File: src/rtl/fsc_pkg.sv
package fsc_pkg;
    localparam int DATA_W = 16;
    localparam int ADDR_W = 2;

    localparam logic [ADDR_W-1:0] A_CTRL = 2'd0;
    localparam logic [ADDR_W-1:0] A_STAT = 2'd1;
    localparam logic [ADDR_W-1:0] A_DIV  = 2'd2;

    // control word bit positions
    localparam int B_MODE = 12;
    localparam int B_FIEN = 7;
    localparam int B_SREN = 6;
    localparam int B_TOEN = 5;
    localparam int B_FOEN = 4;
    localparam int B_SRST = 1;

    // status word bit positions
    localparam int S_LIVE = 0;
    localparam int S_EXT  = 1;

    typedef struct packed {
        logic mode;   // 1: heartbeat pin, 0: level pins
        logic fien;   // sample external fault
        logic sren;   // reset request on new fault
        logic toen;   // trigger on new fault
        logic foen;   // drive fault pins
    } ctrl_t;

    typedef enum logic [1:0] {
        ST_CLEAR = 2'd0,
        ST_RAISE = 2'd1,
        ST_HELD  = 2'd2
    } state_t;
endpackage

File: src/rtl/fsc_sync.sv
module fsc_sync #(
    parameter int STAGES = 2
) (
    input  logic clk,
    input  logic rst_n,
    input  logic clr,
    input  logic d,
    output logic q
);
    logic [STAGES-1:0] pipe;

    always_ff @(posedge clk) begin
        if (!rst_n || clr) begin
            pipe <= '0;
        end else begin
            pipe[0] <= d;
            for (int i = 1; i < STAGES; i++) begin
                pipe[i] <= pipe[i-1];
            end
        end
    end

    assign q = pipe[STAGES-1];
endmodule

File: src/rtl/fsc_regs.sv
module fsc_regs
    import fsc_pkg::*;
#(
    parameter int DIV_W = 8
) (
    input  logic              clk,
    input  logic              rst_n,
    input  logic              bus_we,
    input  logic [ADDR_W-1:0] bus_addr,
    input  logic [DATA_W-1:0] bus_wdata,
    output ctrl_t             ctl,
    output logic [DIV_W-1:0]  div,
    output logic              soft_clr
);
    logic wr_ctrl;
    logic wr_div;
    logic unused_wdata;

    assign wr_ctrl      = bus_we && (bus_addr == A_CTRL);
    assign wr_div       = bus_we && (bus_addr == A_DIV);
    assign soft_clr     = wr_ctrl && bus_wdata[B_SRST];
    assign unused_wdata = ^bus_wdata;

    always_ff @(posedge clk) begin
        if (!rst_n || soft_clr) begin
            ctl <= '0;
            div <= '0;
        end else begin
            if (wr_ctrl) begin
                ctl.mode <= bus_wdata[B_MODE];
                ctl.fien <= bus_wdata[B_FIEN];
                ctl.sren <= bus_wdata[B_SREN];
                ctl.toen <= bus_wdata[B_TOEN];
                ctl.foen <= bus_wdata[B_FOEN];
            end
            if (wr_div) begin
                div <= bus_wdata[DIV_W-1:0];
            end
        end
    end
endmodule

File: src/rtl/fsc_heartbeat.sv
module fsc_heartbeat #(
    parameter int DIV_W = 8
) (
    input  logic             clk,
    input  logic             rst_n,
    input  logic             clr,
    input  logic             run,
    input  logic             hold,
    input  logic [DIV_W-1:0] div,
    output logic             hb
);
    logic [DIV_W-1:0] cnt;
    logic             hb_q;

    always_ff @(posedge clk) begin
        if (!rst_n || clr || !run) begin
            cnt  <= '0;
            hb_q <= 1'b0;
        end else if (!hold) begin
            if (cnt >= div) begin
                cnt  <= '0;
                hb_q <= ~hb_q;
            end else begin
                cnt <= cnt + 1'b1;
            end
        end
    end

    assign hb = hb_q & run;
endmodule

File: src/rtl/fault_signal_ctrl.sv
module fault_signal_ctrl
    import fsc_pkg::*;
#(
    parameter int DIV_W     = 8,
    parameter int SYNC_DEPTH = 2
) (
    input  logic              clk,
    input  logic              rst_n,
    input  logic              fault_in,
    input  logic              bus_we,
    input  logic [ADDR_W-1:0] bus_addr,
    input  logic [DATA_W-1:0] bus_wdata,
    output logic [DATA_W-1:0] bus_rdata,
    output logic              hb_out,
    output logic              fault_out,
    output logic              fault_n_out,
    output logic              rst_req,
    output logic              trig_out
);
    ctrl_t            ctl;
    logic [DIV_W-1:0] div;
    logic             soft_clr;
    logic             fault_sync;
    logic             set_cond;
    logic             clr_live;
    logic             clr_ext;
    logic             ext_q;
    logic             active;
    state_t           state;
    state_t           nxt;

    fsc_regs #(.DIV_W(DIV_W)) u_regs (
        .clk      (clk),
        .rst_n    (rst_n),
        .bus_we   (bus_we),
        .bus_addr (bus_addr),
        .bus_wdata(bus_wdata),
        .ctl      (ctl),
        .div      (div),
        .soft_clr (soft_clr)
    );

    fsc_sync #(.STAGES(SYNC_DEPTH)) u_sync (
        .clk  (clk),
        .rst_n(rst_n),
        .clr  (soft_clr),
        .d    (fault_in),
        .q    (fault_sync)
    );

    fsc_heartbeat #(.DIV_W(DIV_W)) u_hb (
        .clk  (clk),
        .rst_n(rst_n),
        .clr  (soft_clr),
        .run  (ctl.mode & ctl.foen),
        .hold (active),
        .div  (div),
        .hb   (hb_out)
    );

    assign set_cond = fault_sync & ctl.fien;
    assign clr_live = bus_we && (bus_addr == A_STAT) && bus_wdata[S_LIVE];
    assign clr_ext  = bus_we && (bus_addr == A_STAT) && bus_wdata[S_EXT];

    // state register
    always_ff @(posedge clk) begin
        if (!rst_n || soft_clr) begin
            state <= ST_CLEAR;
        end else begin
            state <= nxt;
        end
    end

    // transitions: detect, settle, acknowledge
    always_comb begin
        nxt = state;
        unique case (state)
            ST_CLEAR: nxt = set_cond ? ST_RAISE : ST_CLEAR;
            ST_RAISE: nxt = (clr_live && !set_cond) ? ST_CLEAR : ST_HELD;
            ST_HELD:  nxt = (clr_live && !set_cond) ? ST_CLEAR : ST_HELD;
            default:  nxt = ST_CLEAR;
        endcase
    end

    // external-source status bit, set wins over clear
    always_ff @(posedge clk) begin
        if (!rst_n || soft_clr) begin
            ext_q <= 1'b0;
        end else if (set_cond) begin
            ext_q <= 1'b1;
        end else if (clr_ext) begin
            ext_q <= 1'b0;
        end
    end

    // outputs from state
    always_comb begin
        active      = (state != ST_CLEAR);
        rst_req     = (state == ST_RAISE) && ctl.sren;
        trig_out    = (state == ST_RAISE) && ctl.toen;
        fault_out   = active && ctl.foen && !ctl.mode;
        fault_n_out = !fault_out;
    end

    // register read
    always_comb begin
        bus_rdata = '0;
        case (bus_addr)
            A_CTRL: begin
                bus_rdata[B_MODE] = ctl.mode;
                bus_rdata[B_FIEN] = ctl.fien;
                bus_rdata[B_SREN] = ctl.sren;
                bus_rdata[B_TOEN] = ctl.toen;
                bus_rdata[B_FOEN] = ctl.foen;
            end
            A_STAT: begin
                bus_rdata[S_LIVE] = active;
                bus_rdata[S_EXT]  = ext_q;
            end
            A_DIV:   bus_rdata[DIV_W-1:0] = div;
            default: bus_rdata = '0;
        endcase
    end
endmodule

File: config.mk
export PLATFORM = sky130hd
export DESIGN_NAME = fault_signal_ctrl
export DESIGN_NICKNAME = d
export VERILOG_FILES = /design/src/rtl/fsc_pkg.sv /design/src/rtl/fsc_sync.sv /design/src/rtl/fsc_regs.sv /design/src/rtl/fsc_heartbeat.sv /design/src/rtl/fault_signal_ctrl.sv
export SDC_FILE = /design/constraint.sdc
export NUM_CORES = 1
export LEC_CHECK = 0
export BUFFER_PORTS_ARGS = -buffer_cell sky130_fd_sc_hd__buf_2
export CAP_MARGIN = 20
export CORE_UTILIZATION = 55
export CTS_CLUSTER_SIZE = 25
export DETAILED_ROUTE_END_ITERATION = 7
export PLACE_DENSITY = 0.87
export SYNTH_ARGS = -nofsm -noshare
export SYNTH_HDL_FRONTEND = slang
export SYNTH_SLANG_ARGS = --single-unit
File: constraint.sdc
create_clock -name clk -period 5.65 [get_ports clk]
set_clock_uncertainty 0.15 [all_clocks]
set_input_delay 1.13 -clock clk [delete_from_list [all_inputs] [get_ports clk]]
set_output_delay 1.13 -clock clk [all_outputs]
set_load 0.05 [all_outputs]
==> summary.md <==
| Metric | Value |
|---|---|
| Status | finished clean |
| Layout Nets | 241 |
| Area of the die | 2900 sq um |
| EDFF count, synth | 0 |
| Largest net degree at the start of global routing | 19 |
| Sequential cell fraction of total power | 60.3% |
| # fillers | 232 |
| CP endpoint kind | primary output |
| Tcrit/Tclk final | 64.30% |
| VDD IR max | 173.6 uV |
| Detailed-router iteration count before antenna repair | 4 |
| GRT overflow | 0 |
| Reg-to-Reg Start | u_regs.div[7] |
| DIE HEIGHT | 53.86 um |
| Fin util | 64.96% |
| Wire per inst | 11.88 um |
| CTS Sinks | 27 |
| Hold path depth | 1 |
| Drt total wl | 2769 um |
| Worst Tran Pin Value | 0.5656 ns |
| Core ar. | 2500 sq um |
| PwrDens | 201.0 nW/um^2 |
| RePlAce Congestion | 0.7827 |
| Netlist Area Pre-Place | 1479 sq um |
| Area growth, synth to finish | 9.814% |
| Leak | 0.7030 nW |
| Clock Tree Buf Depth | 2 |
| Row count | 18 |
| Comb power frac | 13.3% |
| Chip width | 53.86 um |
| Setup WS pre-CTS | 2.020 ns |
| GRT Total Usage | 21.94% |
| Worst endpoint required time | 4.37 ns |
| Fin crit period | 3.633 ns |
| Placed Instances | 229 |
| Internal Dissipation | 234.8 uW |
| R2R Path End | u_hb.cnt[1] |
| Resize count post-CTS | 0 |
| Initial antenna violation count | 0 |
| Crit path DAT | 2.35 ns |
| CTS tree | done |
| Num CTS Buffers | 3 |
| Top cell type's share of synthesized area | 36.55% |
| Setup tns final | 0 ns |
| Main synth FF type | dfxtp_1 |
| Syn Inst Count | 179 |
| Tot Pwr | 326.5 uW |
| CTS H-tree lvls | 1 |
| Post-CTS Setup Inserts | 0 |
| Yosys top cell by area | dfxtp_1 |
| Avg Inst Size Synth | 8.262 sq um |
| Dpl hpwl | 2103 um |
| HP Class | register to register |
| Clk network pwr share | 26.4% |
| Post-route ant nets | 0 |
| Initial DRC Count | 20 |
| Setup crit start kind | primary input |
| FMAX | 0.2753 GHz |
| N_diodes | 0 |
| Post-route insts no fill | 233 |
| Latest clock arrival within the worst-skew pair | 0.33 ns |
| Unique masters post-synth | 32 |
| WHS Endpoint | u_sync.pipe[1] |
| Setup Viol. Count Final | 0 |
| PortBufs | 28 |
| Slew Viols, Final | 0 |
| Max-cap violations | 0 |
| DRC viols | 0 |
| Vias in the first global route | 1120 |
| Sw Share | 28.09% |
| R2R Setup Slk | 3.62 ns |
| FF-to-FF path depth | 6 |
| Worst-path maximum fanout | 17 |
| Via count | 1264 |
| Ys async rst share | 0% |
| NetSw | 91.71 uW |
| IO Pins | 43 |
| Final Hold Fails | 0 |
| Slew HR | 62.20% |
| Hold buffer count at CTS | 0 |
| WS Path Type | primary input to primary output |
| Root Buffer | clkbuf_4 |
| Hold Path Origin | u_sync.pipe[0] |
| Synth Register Bits | 27 |
| Share of layout cells above drive strength 1 | 16.75% |
| Vias/cell | 5.425 |
| Final worst slack | 2.017 ns |
| Clock-pin slew on the worst setup and hold paths | 0.15 ns |
| Ys Warns | 0 |
| Unrepaired setup endpoints after global routing | false |
| Top cells by area, synth | dfxtp_1 (37%), ha_1 (13%), nand3_1 (5.8%), nand2_1 (5.1%), a21oi_1 (4.7%) |
| First-pass GRT wire length | 4629 um |
| Seq/Total Area, Yosys | 36.55% |
| Starting Density | 59.16% |
==> through the flow <==
step / cell area [sq um] / hold WS [ns]
floorplan: 1501 / 0.2867
global placement: 1598 / 0.2911
detailed placement: 1598 / 0.2966
CTS: 1624 / 0.3298
global route: 1624 / 0.3477
finish: 1624 / 0.3265
==> routing by layer <==
metal	routed length (um)	up-vias	global-route usage [%]
li1	-	639	-
met2	1303	46	39.30
met3	180	2	5.932
met1	1269	577	26.03
met5	0	-	0
met4	15	0	3.947
==> critical path, cell delays in order <==
cell and delay, ns:
buf_2 0.11, inv_1 0.07, ha_1 0.51, a22oi_1 0.14, nor2b_1 0.13, buf_2 0.26
==> cell families (layout without fill, tap and decap cells) <==
logic type      Yosys count  count (layout)  share of synthesized area [%]
compound gates           28              28                          12.52
xor+xnor                  7               7                          4.146
fa+ha+maj                15              15                          12.69
buf+inv                  29              47                          9.306
flops                    27              27                          36.55
mux                       2               2                          1.354
other cells               1               7                         0.2536
simple gates             70              70                          23.18
==> cells in the mapped netlist, types with 4 or more instances <==
library cell / n
clkbuf_1: 5
nor2_1: 13
buf_4: 7
and2_1: 5
a21oi_1: 14
nand3_1: 17
a22oi_1: 4
dfxtp_1: 27
inv_1: 15
nand2_1: 20
a22o_1: 4
xnor2_1: 4
ha_1: 15
==> flip-flops by register name, summed over array words and instances (netlist names) <==
register     flops
state            2
u_hb.cnt         8
u_sync.pipe      2
u_regs.div       8
u_hb.hb_q        1
u_regs.ctl       5
ext_q            1
==> how the worst max path moves through the flow <==
stage	startpoint	end	slack, ns	depth (start not counted)
2_1_floorplan	bus_addr[0]	bus_rdata[0]	2.03	5
3_3_place_gp	bus_addr[0]	bus_rdata[0]	2.03	6
3_5_place_dp	bus_addr[0]	bus_rdata[0]	2.02	6
4_1_cts	bus_addr[0]	bus_rdata[0]	2.01	6
5_1_grt	bus_addr[0]	bus_rdata[1]	1.91	6
6_report	bus_addr[0]	bus_rdata[0]	2.02	6
==> power groups by stage <==
stage                     Combinational [mW]  Clock, mW  Sequential [mW]
final                                 0.0434     0.0861            0.197
after global routing                  0.0474     0.0959            0.197
after CTS                             0.0434     0.0874            0.197
after detailed placement              0.0432          0            0.201
after global placement                0.0424          0            0.201
after floorplan                       0.0369          0            0.200
==> area by class of cell <==
cell class	instances	area (sq um)	area share [%]
Timing Repair Buffer	28	140.1	8.629
Clock buffer	4	26.28	1.618
Tap cell	30	37.54	2.311
Sequential cell	27	540.5	33.28
Multi-Input combinational cell	129	823.3	50.69
Inverter	15	56.30	3.467
==> cell usage in the layout (no fill, tap or decap) <==
| cell | count |
|---|---|
| a21o_1 | 1 |
| a22o_1 | 4 |
| a221o_1 | 1 |
| buf_2 | 28 |
| nand4_1 | 3 |
| xor2_1 | 3 |
| dfxtp_1 | 27 |
| nand2_1 | 20 |
| nor3b_1 | 1 |
| inv_1 | 15 |
| nand3b_1 | 1 |
| nor3_1 | 1 |
| and2_1 | 5 |
| a22oi_1 | 4 |
| o21ai_0 | 2 |
| or2_2 | 1 |
| mux2i_1 | 2 |
| and3_1 | 3 |
| nand2b_1 | 1 |
| a221o_2 | 1 |
| ha_1 | 15 |
| nor4b_1 | 1 |
| nand3_1 | 17 |
| clkbuf_1 | 1 |
| nor2_1 | 13 |
| clkbuf_4 | 3 |
| nor2b_1 | 2 |
| a21oi_1 | 14 |
| conb_1 | 7 |
| xnor2_1 | 4 |
| and3_4 | 1 |
| o2111a_1 | 1 |
(Power assumes the default switching activity.)
